--- config.mk ---
export PLATFORM = sky130hd
export DESIGN_NAME = mgmt_suspend_ctrl
export DESIGN_NICKNAME = d
export VERILOG_FILES = /design/src/rtl/susp_pkg.sv /design/src/rtl/susp_rst_sync.sv /design/src/rtl/susp_bit_sync.sv /design/src/rtl/susp_fsm.sv /design/src/rtl/susp_gate.sv /design/src/rtl/mgmt_suspend_ctrl.sv
export SDC_FILE = /design/constraint.sdc
export NUM_CORES = 1
export LEC_CHECK = 0
export BUFFER_PORTS_ARGS = -buffer_cell sky130_fd_sc_hd__buf_2
export CAP_MARGIN = 40
export CORE_AREA = 4 4 41 43
export CTS_CLUSTER_DIAMETER = 200
export CTS_CLUSTER_SIZE = 8
export DETAILED_ROUTE_END_ITERATION = 8
export DIE_AREA = 0 0 45 47
export PLACE_DENSITY = 0.74
export SLEW_MARGIN = 20
export SYNTH_ARGS = -nofsm -noshare
export SYNTH_HDL_FRONTEND = slang
export SYNTH_SLANG_ARGS = --single-unit
export TNS_END_PERCENT = 50
--- constraint.sdc ---
create_clock -name clk -period 3 [get_ports clk]
set_clock_uncertainty 0.1 [all_clocks]
set_input_delay 0.6 -clock clk [delete_from_list [all_inputs] [get_ports clk]]
set_output_delay 0.6 -clock clk [all_outputs]
set_load 0.02 [all_outputs]
--- src/rtl/susp_pkg.sv ---
package susp_pkg;
  typedef enum logic [1:0] {
    ST_INIT = 2'b00,
    ST_RUN  = 2'b01,
    ST_HELD = 2'b10,
    ST_LIFT = 2'b11
  } mode_e;
endpackage

--- src/rtl/susp_rst_sync.sv ---
// Asynchronous assert, synchronous release of the active-low reset.
module susp_rst_sync #(
  parameter int STAGES = 2
) (
  input  logic clk,
  input  logic arst_n,
  output logic srst_n
);
  logic [STAGES-1:0] chain_q;

  always_ff @(posedge clk or negedge arst_n) begin
    if (!arst_n) chain_q <= '0;
    else         chain_q <= {chain_q[STAGES-2:0], 1'b1};
  end

  assign srst_n = chain_q[STAGES-1];
endmodule

--- src/rtl/susp_bit_sync.sv ---
// Multi-flop synchronizer for a single asynchronous level.
module susp_bit_sync #(
  parameter int STAGES = 2
) (
  input  logic clk,
  input  logic rst_n,
  input  logic d,
  output logic q
);
  logic [STAGES-1:0] stg_q;

  generate
    for (genvar i = 0; i < STAGES; i++) begin : g_stage
      if (i == 0) begin : g_first
        always_ff @(posedge clk or negedge rst_n) begin
          if (!rst_n) stg_q[i] <= 1'b0;
          else        stg_q[i] <= d;
        end
      end else begin : g_rest
        always_ff @(posedge clk or negedge rst_n) begin
          if (!rst_n) stg_q[i] <= 1'b0;
          else        stg_q[i] <= stg_q[i-1];
        end
      end
    end
  endgenerate

  assign q = stg_q[STAGES-1];
endmodule

--- src/rtl/susp_fsm.sv ---
// Mode state machine: init, run, held, lifted.
module susp_fsm
  import susp_pkg::*;
(
  input  logic  clk,
  input  logic  rst_n,
  input  logic  por_evt,
  input  logic  init_done,
  input  logic  nv_suspend_en,
  input  logic  lift,
  output mode_e mode
);
  mode_e mode_q, mode_d;

  always_comb begin
    mode_d = mode_q;
    if (por_evt) begin
      mode_d = ST_INIT;
    end else begin
      unique case (mode_q)
        ST_INIT: if (init_done) mode_d = nv_suspend_en ? ST_HELD : ST_RUN;
        ST_RUN:  mode_d = ST_RUN;
        ST_HELD: if (lift)      mode_d = ST_LIFT;
        ST_LIFT: if (!lift)     mode_d = ST_HELD;
        default: mode_d = ST_INIT;
      endcase
    end
  end

  always_ff @(posedge clk or negedge rst_n) begin
    if (!rst_n) mode_q <= ST_INIT;
    else        mode_q <= mode_d;
  end

  assign mode = mode_q;
endmodule

--- src/rtl/susp_gate.sv ---
// Input blocking, programming permission, service answers, monitor forcing.
module susp_gate
  import susp_pkg::*;
#(
  parameter int JW = 3,
  parameter int MW = 2
) (
  input  logic          clk,
  input  logic          rst_n,
  input  mode_e         mode,
  input  logic [JW-1:0] jtag_in,
  output logic [JW-1:0] jtag_to_ctrl,
  input  logic [MW-1:0] mon_in,
  output logic [MW-1:0] mon_out,
  input  logic          pgm_req_jtag,
  input  logic          pgm_req_spis,
  output logic          pgm_gnt_jtag,
  output logic          pgm_gnt_spis,
  input  logic          au_req,
  input  logic          au_boot_trig,
  input  logic          nv_au_en,
  output logic          au_gnt,
  input  logic          svc_req,
  output logic          svc_gnt,
  output logic          svc_deny
);
  logic held, lifted, running, prog_ok;
  logic gj_d, gs_d, au_d, sg_d, sd_d;
  logic gj_q, gs_q, au_q, sg_q, sd_q;

  assign held    = (mode == ST_HELD);
  assign lifted  = (mode == ST_LIFT);
  assign running = (mode == ST_RUN);
  assign prog_ok = running | lifted;

  assign jtag_to_ctrl = held   ? '0 : jtag_in;
  assign mon_out      = lifted ? '0 : mon_in;

  always_comb begin
    gj_d = pgm_req_jtag & prog_ok;
    gs_d = pgm_req_spis & prog_ok;
    au_d = au_req & au_boot_trig & nv_au_en;
    sg_d = svc_req & running;
    sd_d = svc_req & ~running;
  end

  always_ff @(posedge clk or negedge rst_n) begin
    if (!rst_n) begin
      gj_q <= 1'b0;
      gs_q <= 1'b0;
      au_q <= 1'b0;
      sg_q <= 1'b0;
      sd_q <= 1'b0;
    end else begin
      gj_q <= gj_d;
      gs_q <= gs_d;
      au_q <= au_d;
      sg_q <= sg_d;
      sd_q <= sd_d;
    end
  end

  assign pgm_gnt_jtag = gj_q;
  assign pgm_gnt_spis = gs_q;
  assign au_gnt       = au_q;
  assign svc_gnt      = sg_q;
  assign svc_deny     = sd_q;
endmodule

--- src/rtl/mgmt_suspend_ctrl.sv ---
module mgmt_suspend_ctrl
  import susp_pkg::*;
#(
  parameter int JTAG_W      = 3,
  parameter int MON_W       = 2,
  parameter int SYNC_STAGES = 2,
  parameter int RST_STAGES  = 2
) (
  input  logic              clk,
  input  logic              rst_n,
  input  logic              por_evt,
  input  logic              init_done,
  input  logic              nv_suspend_en,
  input  logic              nv_au_en,
  input  logic              trst_pin,
  input  logic [JTAG_W-1:0] jtag_in,
  output logic [JTAG_W-1:0] jtag_to_ctrl,
  input  logic              pgm_req_jtag,
  input  logic              pgm_req_spis,
  output logic              pgm_gnt_jtag,
  output logic              pgm_gnt_spis,
  input  logic              au_req,
  input  logic              au_boot_trig,
  output logic              au_gnt,
  input  logic              svc_req,
  output logic              svc_gnt,
  output logic              svc_deny,
  input  logic [MON_W-1:0]  mon_in,
  output logic [MON_W-1:0]  mon_out,
  output logic [1:0]        state_o
);
  logic  rst_sync_n;
  logic  lift_s;
  mode_e mode;

  susp_rst_sync #(.STAGES(RST_STAGES)) i_rst_sync (
    .clk    (clk),
    .arst_n (rst_n),
    .srst_n (rst_sync_n)
  );

  susp_bit_sync #(.STAGES(SYNC_STAGES)) i_trst_sync (
    .clk   (clk),
    .rst_n (rst_sync_n),
    .d     (trst_pin),
    .q     (lift_s)
  );

  susp_fsm i_fsm (
    .clk           (clk),
    .rst_n         (rst_sync_n),
    .por_evt       (por_evt),
    .init_done     (init_done),
    .nv_suspend_en (nv_suspend_en),
    .lift          (lift_s),
    .mode          (mode)
  );

  susp_gate #(.JW(JTAG_W), .MW(MON_W)) i_gate (
    .clk          (clk),
    .rst_n        (rst_sync_n),
    .mode         (mode),
    .jtag_in      (jtag_in),
    .jtag_to_ctrl (jtag_to_ctrl),
    .mon_in       (mon_in),
    .mon_out      (mon_out),
    .pgm_req_jtag (pgm_req_jtag),
    .pgm_req_spis (pgm_req_spis),
    .pgm_gnt_jtag (pgm_gnt_jtag),
    .pgm_gnt_spis (pgm_gnt_spis),
    .au_req       (au_req),
    .au_boot_trig (au_boot_trig),
    .nv_au_en     (nv_au_en),
    .au_gnt       (au_gnt),
    .svc_req      (svc_req),
    .svc_gnt      (svc_gnt),
    .svc_deny     (svc_deny)
  );

  assign state_o = mode;
endmodule

==> reports/qor.csv, run 1 <==
stage,metric,value,unit
place,hpwl,963,um
final_layout,nets,102,
power,switching_share,40.0,%
timing,setup_tns,0,ps
final_layout,n_fill_cell,127,
power,ir_drop,415,uV
drt,ant_nets,0,
timing,clock.fmax,469,MHz
final_layout,syn2layout_area_growth,36.3,%
final_layout,diodes,0,
power,combPwrFrac,44.9,%
final_layout,multiInputGateArea,259,um^2
yosys,synth_cell_type_count,18,
yosys,yosysWarnings,0,
floorplanning,io_pins,29,
drt,num_vias,440,
final_layout,fin_util,56.7,%
global_routing,grt_usage,12.1,%
floorplanning,num_rows,13,
yosys,synth_commonest_cells,"dfrtp_1 (11), ha_1 (7), nor2b_1 (6), nand2b_1 (3)",
global_routing,grt_pass1_vias,430,
place,place_congestion,0.648,
critical_path,crit_chain,inv_1 > ha_1 > nor2b_1 > buf_2,
floorplanning,dieHeight,47,um
timing,finalCritPeriodShare,71.1,%
yosys,synth_enable_flop_cells,0,
critical_path,arrival,1430,ps
final_layout,layout-drive-gt1-share,45.5,%
critical_path,worstPathRequired,2300,ps
timing,final-setup-viol-count,0,
place,port_buffers,28,
yosys,netlist_instances,44,
global_routing,busiest_layer,met2,
timing,hold_viol,0,
floorplanning,core,1300,um^2
critical_path,worst-path-buf-inv,2,
power,power.density,733,nW/um^2
power,p_sw,217,uW
timing,period_needed,2130,ps
clock_tree,root_buffer,clkbuf_4,
power,p_leak,0.418,nW
final_layout,final-seq-area,275,um^2
floorplanning,floorplan.initialDensity,41.6,%
critical_path,cp_max_fo,6,
clock_tree,clock_latency,270,ps
timing,slew_viol_final,0,
clock_tree,numCtsBuffers,3,
yosys,yosys.area.top_type_share,50.8,%
status,status,"finished, final reports clean",
drt,wl_per_cell,12.6,um
global_routing,use_met3,1.15,%
global_routing,met1_usage,12.7,%
clock_tree,cts_sinks,11,
yosys,syn_nets,68,
yosys,synth_area,542,um^2
critical_path,critical-path-max-stage-delay,450,ps
global_routing,grt_pass1_wl,1770,um
global_routing,antenna_found_initial,0,
yosys,synth_async_sr_flop_share,100,%
clock_tree,ctsLongestPathBuffers,2,
drt,via_per_inst,4.78,
run,cap_viol_max_count,0,
yosys,post-synth-top-count-cell,dfrtp_1,
critical_path,slowest_stage,dfrtp_1,
critical_path,setup.worst_path.start_class,flop,
power,seq_power_share,36.7,%
yosys,yosysTopAreaCell,dfrtp_1,
power,pwr-share-clk,18.4,%
clock_tree,path_clk_slew,70,ps
global_routing,grt.overflow.total,0,
drt,wl,1160,um
critical_path,crit_family,flip-flops,
timing,rsz0062_at_grt,no,
yosys,syn_area_per_cell,12.3,um^2
clock_tree,post_cts_resized,0,
critical_path,critPathKind,flop to output pin,
floorplanning,die_w,45,um
yosys,yosys-top-cells-area,"dfrtp_1 (51%), ha_1 (16%), nor2b_1 (6.9%), nand2b_1 (3.5%), mux2_4 (2.8%)",
power,p_int,324,uW
global_routing,grt_max_degree,10,
floorplanning,die_area,2120,um^2
yosys,ys_seq_area_share,50.8,%
clock_tree,cts_tree,built,
clock_tree,cts-htree-levels,1,
drt,drt_iter0_markers,1,
min_path,hp-class,flop to async pin,
yosys,synth_seq_cells,11,
drt,drt_pre_antenna_iters,3,
global_routing,gr-usage-met2,22.3,%
drt,drc,0,
critical_path,end_kind,output pin,
yosys,synth-main-ff-cell,dfrtp_1,
## registers in the layout (all words and copies together) (netlist names)
register	count
i_fsm.mode	2
i_gate.au_gnt	1
i_gate.pgm_gnt_jtag	1
i_gate.pgm_gnt_spis	1
i_gate.svc_deny	1
i_gate.svc_gnt	1
i_rst_sync.chain_q	2
i_trst_sync.q	1
i_trst_sync.stg_q	1
## cell usage in the layout, fill, tap and decap left out, types with 2 or more instances in the layout
master     n
nor2b_1    6
buf_2     28
ha_1       7
dfrtp_1   11
inv_1      2
o21a_1     2
nand2b_1   3
a21oi_1    2
clkbuf_4   3
## per-stage QoR
stage	area [um^2]	worst slack, ps	total power [mW]	instances	hold WS, ps
2_1_floorplan	542	1060	0.365	44	7.79
3_3_place_gp	701	1250	0.434	87	39.5
3_5_place_dp	701	1160	0.444	87	48.5
4_1_cts	738	858	0.547	92	55.5
5_1_grt	738	767	0.581	92	94.8
6_report	738	866	0.541	92	42.9
## power groups by stage
stage | Combinational [mW] | Clock, mW | Sequential, mW
floorplan | 0.139 | 0 | 0.226
global placement | 0.237 | 0 | 0.198
detailed placement | 0.243 | 0 | 0.201
CTS | 0.246 | 0.104 | 0.198
global route | 0.266 | 0.113 | 0.201
finish | 0.243 | 0.0998 | 0.199
## cells by family (layout without fill, tap and decap cells)
family	after synthesis	after routing	synth area share, %
simple gates	14	14	16.6
flops	11	11	50.8
fa+ha+maj	7	7	16.2
compound gates	7	7	9.70
mux	2	2	4.62
buf+inv	2	35	1.39
other cells	1	1	0.692
## routing by layer
| layer | vias up | part of all wire [%] | wire (um) |
|---|---|---|---|
| li1 | 211 | - | - |
| met1 | 209 | 36 | 415 |
| met2 | 18 | 55 | 636 |
| met3 | 2 | 8.2 | 95 |
| met4 | 0 | 1.0 | 12 |
| met5 | - | 0 | 0 |
## timing repair
item	4_1_cts	5_1_grt
buffers inserted	0	0
endpoints found under the hold margin	2	0
hold buffers	1	0
## worst paths after layout
check                                      start                     to  slack [ps]  cells after the start
max                                i_fsm.mode[0]        jtag_to_ctrl[0]         870                      4
min                        i_rst_sync.chain_q[1]        i_gate.svc_deny          40                      0
max reg2reg                        i_fsm.mode[0]          i_fsm.mode[1]        1370                      5
min reg2reg                i_rst_sync.chain_q[1]        i_gate.svc_deny          40                      0
max in group asynchronous                  rst_n  i_rst_sync.chain_q[1]        2150                      2
min in group clk           i_rst_sync.chain_q[0]  i_rst_sync.chain_q[1]         250                      0
## layout make-up
class | count | area share, %
inverters | 2 | 1.02
flip-flops and latches | 11 | 37.3
clock buffers | 3 | 3.05
clock inverters | 1 | 0.678
multi-input cells | 31 | 35.1
well taps | 15 | 2.54
repair buffers | 29 | 20.3
## worst reg2reg max path: cells and delay by family, from the launching register on
| kind | cells | cell delay [ps] |
|---|---|---|
| AO/OA/AOI/OAI | 1 | 70 |
| flip-flops | 1 | 450 |
| AND/OR/NAND/NOR | 2 | 480 |
| adder cells (fa/ha/maj) | 1 | 280 |
| buffers and inverters | 1 | 130 |
Power figures use the tool's default switching activity.
==> run 2: changes to the inputs <==
- CORE_AREA: 4 4 41 43 -> default
- CORE_MARGIN: default -> 4
- CORE_UTILIZATION: default -> 41
- DIE_AREA: 0 0 45 47 -> default
- clock period: 3 -> 2.15 ns (I/O delays scaled with it)
==> run 2 against run 1 <==
Net effect:
- worst hold slack worse by 6.6 ps
- sequential cell count stayed put
- die area shrank 7.0%
- sequential share of layout area is 0.13 points higher
- first-iteration DRC count grew to 8.0 times the previous value
- wire length down 2.0%
- clock-buffer cell count grew 1
- register-to-register slack got worse by 840 ps
- critical path depth did not move
- non-clock buffer count stayed put
==> reports/qor.csv, run 2 (synthesized netlist as in run 1, its figures left out) <==
stage,metric,value,unit,change
timing,final-setup-viol-count,0,,unchanged
place,pre_cts_slack,496,ps,-664 ps
drt,drt-met1-wl,416,um,+0.24%
floorplanning,io_pins,29,,unchanged
drt,ant_nets,0,,unchanged
clock_tree,cts-htree-levels,1,,unchanged
floorplanning,core,1170,um^2,-10%
drt,met3_length,117,um,+23%
global_routing,grt_pass1_vias,456,,+6.0%
timing,slew_viol_final,0,,unchanged
clock_tree,path_clk_slew,60,ps,about the same
clock_tree,root_buffer,clkbuf_4,,
drt,via_per_inst,4.78,,about the same
final_layout,syn2layout_area_growth,35.8,%,
critical_path,worstPathRequired,1620,ps,-680 ps
floorplanning,dieHeight,44.4,um,-5.6%
clock_tree,post_cts_resized,0,,unchanged
critical_path,arrival,1400,ps,-30 ps
timing,period_needed,1930,ps,
final_layout,n_fill_cell,109,,-14%
drt,wl_per_cell,12.5,um,-0.91%
clock_tree,clock_latency,260,ps,about the same
critical_path,end_kind,output pin,,
place,port_buffers,28,,unchanged
critical_path,setup.worst_path.start_class,flop,,
drt,num_vias,435,,-1.1%
global_routing,antenna_found_initial,0,,unchanged
critical_path,critPathKind,flop to output pin,,
timing,clock.fmax,518,MHz,
clock_tree,ctsLongestPathBuffers,2,,unchanged
timing,setup_tns,0,ps,unchanged
timing,finalCritPeriodShare,89.8,%,
timing,hold_viol,0,,unchanged
run,cap_viol_max_count,0,,unchanged
timing,timing.final.ws_setup,219,ps,-648 ps
drt,drc,0,,unchanged
clock_tree,cts_tree,built,,
drt,routed.top_layer,met4,,
final_layout,final_cell_mix,"buf_2 (28), dfrtp_1 (11), ha_1 (7), nor2b_1 (6)",,
clock_tree,holdBufCountCts,1,,unchanged
floorplanning,die_area,1970,um^2,-7.0%
place,place_congestion,0.728,,+12%
drt,drt_iter0_markers,8,,+7
power,ir_drop,568,uV,+37%
timing,rsz0062_at_grt,no,,
clock_tree,cts_sinks,11,,unchanged
final_layout,layout-drive-gt1-share,44.2,%,-1.3 points
drt,drt_pre_antenna_iters,3,,unchanged
floorplanning,num_rows,12,,-1
clock_tree,cts_setup_buffers,0,,unchanged
global_routing,grt_max_degree,10,,unchanged
final_layout,diodes,0,,unchanged
power,power.density,1020,nW/um^2,+39%
final_layout,final_common_cell,buf_2,,
critical_path,worst_r2r_path_depth,5,,unchanged
critical_path,cp_max_fo,6,,unchanged
global_routing,grt_usage,13.9,%,+1.9 points
floorplanning,die_w,44.4,um,-1.4%
place,place_area,699,um^2,-0.18%
drt,wl,1140,um,-2.0%
min_path,hp-class,flop to async pin,,
timing,holdWs,36.3,ps,-6.60 ps
global_routing,grt_pass1_wl,1880,um,+6.2%
final_layout,fin_util,62.8,%,+6.1 points
status,status,"finished, final reports clean",,
clock_tree,numCtsBuffers,3,,unchanged
final_layout,nets,102,,unchanged
power,p_leak,0.415,nW,-0.65%
final_layout,design_area,736,um^2,-0.34%
floorplanning,floorplan.initialDensity,46.3,%,+4.6 points
drt,wl_met2,591,um,-7.1%
place,hpwl,959,um,-0.36%
global_routing,grt.overflow.total,0,,unchanged
[run 2: cell types whose count changed in the layout (fill, tap and decap cells not counted)]
cell,change
clkbuf_1,+1
clkinv_2,-1
[run 2: worst max-delay path, stage by stage (launching register included)]
cell     delay [ps]
dfrtp_1         440
inv_1           130
ha_1            280
nor2b_1         120
buf_2           160
[run 2: stage by stage]
stage | cells | power [mW]
after floorplan | 44 | 0.510
after global placement | 86 | 0.606
after detailed placement | 86 | 0.618
after CTS | 91 | 0.757
after global routing | 91 | 0.808
final | 91 | 0.748
[run 2: final timing paths]
| check | slack (ps) | from | endpoint |
|---|---|---|---|
| max | 220 | i_fsm.mode[0] | jtag_to_ctrl[2] |
| min | 40 | i_rst_sync.chain_q[1] | i_gate.pgm_gnt_jtag |
| max reg2reg | 530 | i_fsm.mode[0] | i_fsm.mode[1] |
| min reg2reg | 40 | i_rst_sync.chain_q[1] | i_gate.pgm_gnt_jtag |
| max in group asynchronous | 1480 | rst_n | i_rst_sync.chain_q[0] |
| min in group clk | 170 | trst_pin | i_trst_sync.stg_q[0] |
[run 2: final cells by class]
cell class	instances	area, um^2	area share (%)
tap	14	17.5	2.38
multi-input combinational	31	259	35.2
sequential	11	275	37.4
clock buffer	4	26.3	3.57
timing repair buffer	29	150	20.4
inverter	2	7.51	1.02
[run 2: power breakdown]
group | switching [mW] | internal [mW]
clock | 0.0635 | 0.0718
combinational | 0.194 | 0.141
sequential | 0.0346 | 0.242
[run 2: per-layer routing]
metal / GRT usage, % / up-vias
met5: 0 / -
met2: 24.7 / 21
met3: 7.72 / 3
met4: 5.42 / 0
li1: - / 212
met1: 13.3 / 199
==> run 3: changes to the inputs <==
--- a/constraint.sdc
+++ b/constraint.sdc
@@ -3,3 +3,3 @@
 set_input_delay 0.43 -clock clk [delete_from_list [all_inputs] [get_ports clk]]
 set_output_delay 0.43 -clock clk [all_outputs]
-set_load 0.02 [all_outputs]
+set_load 0.1 [all_outputs]
==> run 3 against run 2 <==
Net effect:
- global-route usage fell by 2.1 points
- critical path depth did not move
- sequential power barely moved
- clock-buffer cell count did not move
- critical endpoint is now jtag_to_ctrl[1]
- register-to-register slack improved by 50 ps
==> reports/qor.csv, run 3 (synthesized netlist as in run 1, its figures left out) <==
stage,metric,value,unit,change
place,port_buffers,28,,unchanged
drt,via_per_inst,4.78,,unchanged
power,pwr-share-clk,11.3,%,-6.8 points
final_layout,multiInputGateArea,299,um^2,+15%
timing,hold_viol,0,,unchanged
floorplanning,dieHeight,44.4,um,unchanged
clock_tree,cts-htree-levels,1,,unchanged
clock_tree,cts_sinks,11,,unchanged
floorplanning,num_rows,12,,unchanged
critical_path,end_kind,output pin,,
clock_tree,cts_tree,built,,
final_layout,finalNonFillerCells,91,,unchanged
critical_path,arrival,1450,ps,+50 ps
power,power.density,1370,nW/um^2,+35%
place,pre_cts_slack,445,ps,-50.5 ps
final_layout,layout-drive-gt1-share,54.5,%,+10 points
timing,final-setup-viol-count,0,,unchanged
clock_tree,path_clk_slew,60,ps,about the same
global_routing,grt_pass1_wl,1620,um,-14%
place,place_area,820,um^2,+17%
final_layout,final_cell_mix,"buf_2 (23), dfrtp_1 (9), ha_1 (6), nor2b_4 (5), buf_12 (5)",,
place,hpwl,907,um,-5.4%
final_layout,final-seq-area,280,um^2,+1.8%
drt,wl_per_cell,11.4,um,-8.8%
critical_path,crit_chain,inv_1 > ha_2 > nor2b_4 > buf_12,,
timing,clock.fmax,505,MHz,-2.4%
critical_path,slowest_stage,dfrtp_4,,
critical_path,cp_max_fo,6,,unchanged
global_routing,antenna_found_initial,0,,unchanged
drt,drt_iter0_markers,4,,-4
final_layout,diodes,0,,unchanged
power,p_total,1.17,mW,+57%
timing,slew_viol_final,0,,unchanged
min_path,hp-class,flop to async pin,,
clock_tree,ctsLongestPathBuffers,2,,unchanged
final_layout,design_area,856,um^2,+16%
global_routing,grt_usage,11.8,%,-2.1 points
global_routing,grt_pass1_vias,420,,-7.9%
power,p_leak,0.464,nW,+12%
clock_tree,root_buffer,clkbuf_4,,
final_layout,n_fill_cell,92,,-16%
status,status,"finished, final reports clean",,
timing,period_needed,1980,ps,+48.2 ps
floorplanning,core,1170,um^2,unchanged
timing,timing.final.ws_setup,171,ps,-48.2 ps
final_layout,nets,102,,unchanged
clock_tree,numCtsBuffers,3,,unchanged
clock_tree,cts_setup_buffers,0,,unchanged
global_routing,grt.overflow.total,0,,unchanged
timing,setup_tns,0,ps,unchanged
final_layout,final_common_cell,buf_2,,
critical_path,critical-path-max-stage-delay,510,ps,+70 ps
drt,num_vias,435,,unchanged
clock_tree,clock_latency,260,ps,about the same
critical_path,setup.worst_path.start_class,flop,,
floorplanning,io_pins,29,,unchanged
critical_path,worstPathRequired,1620,ps,about the same
place,placed_cells,86,,unchanged
power,p_int,540,uW,+19%
floorplanning,floorplan.initialDensity,46.3,%,unchanged
power,seq_power_share,23.9,%,-13 points
drt,wl,1040,um,-8.8%
place,place_congestion,0.704,,-3.3%
floorplanning,die_area,1970,um^2,unchanged
power,combPwrFrac,64.8,%,+20 points
power,switching_share,53.8,%,+15 points
global_routing,grt_max_degree,10,,unchanged
run,cap_viol_max_count,0,,unchanged
power,p_sw,630,uW,+120%
timing,finalCritPeriodShare,92.1,%,+2.2 points
final_layout,syn2layout_area_growth,58.0,%,
critical_path,critPathKind,flop to output pin,,
drt,drc,0,,unchanged
drt,drt_pre_antenna_iters,4,,+1
floorplanning,die_w,44.4,um,unchanged
drt,ant_nets,0,,unchanged
timing,rsz0062_at_grt,no,,
power,ir_drop,964,uV,+70%
-- run 3: final timing paths --
path	from	end	slack [ps]	cells after the start
setup / recovery	i_fsm.mode[0]	jtag_to_ctrl[1]	170	4
max in group asynchronous	rst_n	i_rst_sync.chain_q[1]	1480	2
hold reg to reg	i_rst_sync.chain_q[1]	i_fsm.mode[0]	40	0
min in group clk	trst_pin	i_trst_sync.stg_q[0]	180	1
setup reg to reg	i_fsm.mode[0]	i_fsm.mode[0]	580	5
hold / removal	i_rst_sync.chain_q[1]	i_fsm.mode[0]	40	0
-- run 3: worst max-delay path: cells and delay by family, from the launching register on --
family	cells	cell delay (ps)
buffers and inverters	2	290
adder cells (fa/ha/maj)	1	320
flip-flops	1	510
AND/OR/NAND/NOR	1	70
-- run 3: power by group through the flow --
stage | Clock, mW | Sequential, mW | Combinational (mW)
after global routing | 0.150 | 0.287 | 0.790
after global placement | 0 | 0.282 | 0.754
after CTS | 0.140 | 0.281 | 0.762
after floorplan | 0 | 0.519 | 0.346
after detailed placement | 0 | 0.285 | 0.760
final | 0.132 | 0.280 | 0.758
-- run 3: routing by layer --
metal	share of wire, %	track usage [%]	routed length, um	vias up
met5	0	0	0	-
met4	1.9	9.04	20	0
met3	11	1.63	116	2
met2	46	20.9	472	25
met1	41	12.4	427	199
li1	-	-	-	209
-- run 3: area by class of cell --
type / count / share of cell area, %
Tap cell: 14 / 2.05
Timing Repair Buffer: 29 / 26.3
Sequential cell: 11 / 32.7
Multi-Input combinational cell: 31 / 34.9
Clock buffer: 4 / 3.07
Inverter: 2 / 0.877
-- run 3: metrics by stage --
step | hold slack, ps | util [%]
finish | 40.6 | 73.1
global route | 81.4 | 73.1
CTS | 52.6 | 73.1
detailed placement | 55.7 | 70.0
global placement | 39.0 | 70.0
floorplan | 7.73 | -
-- run 3: timing repair --
action / CTS / global route
hold endpoints to repair: 2 / 0
hold buffers: 1 / 0
gates resized for setup: 0 / 0
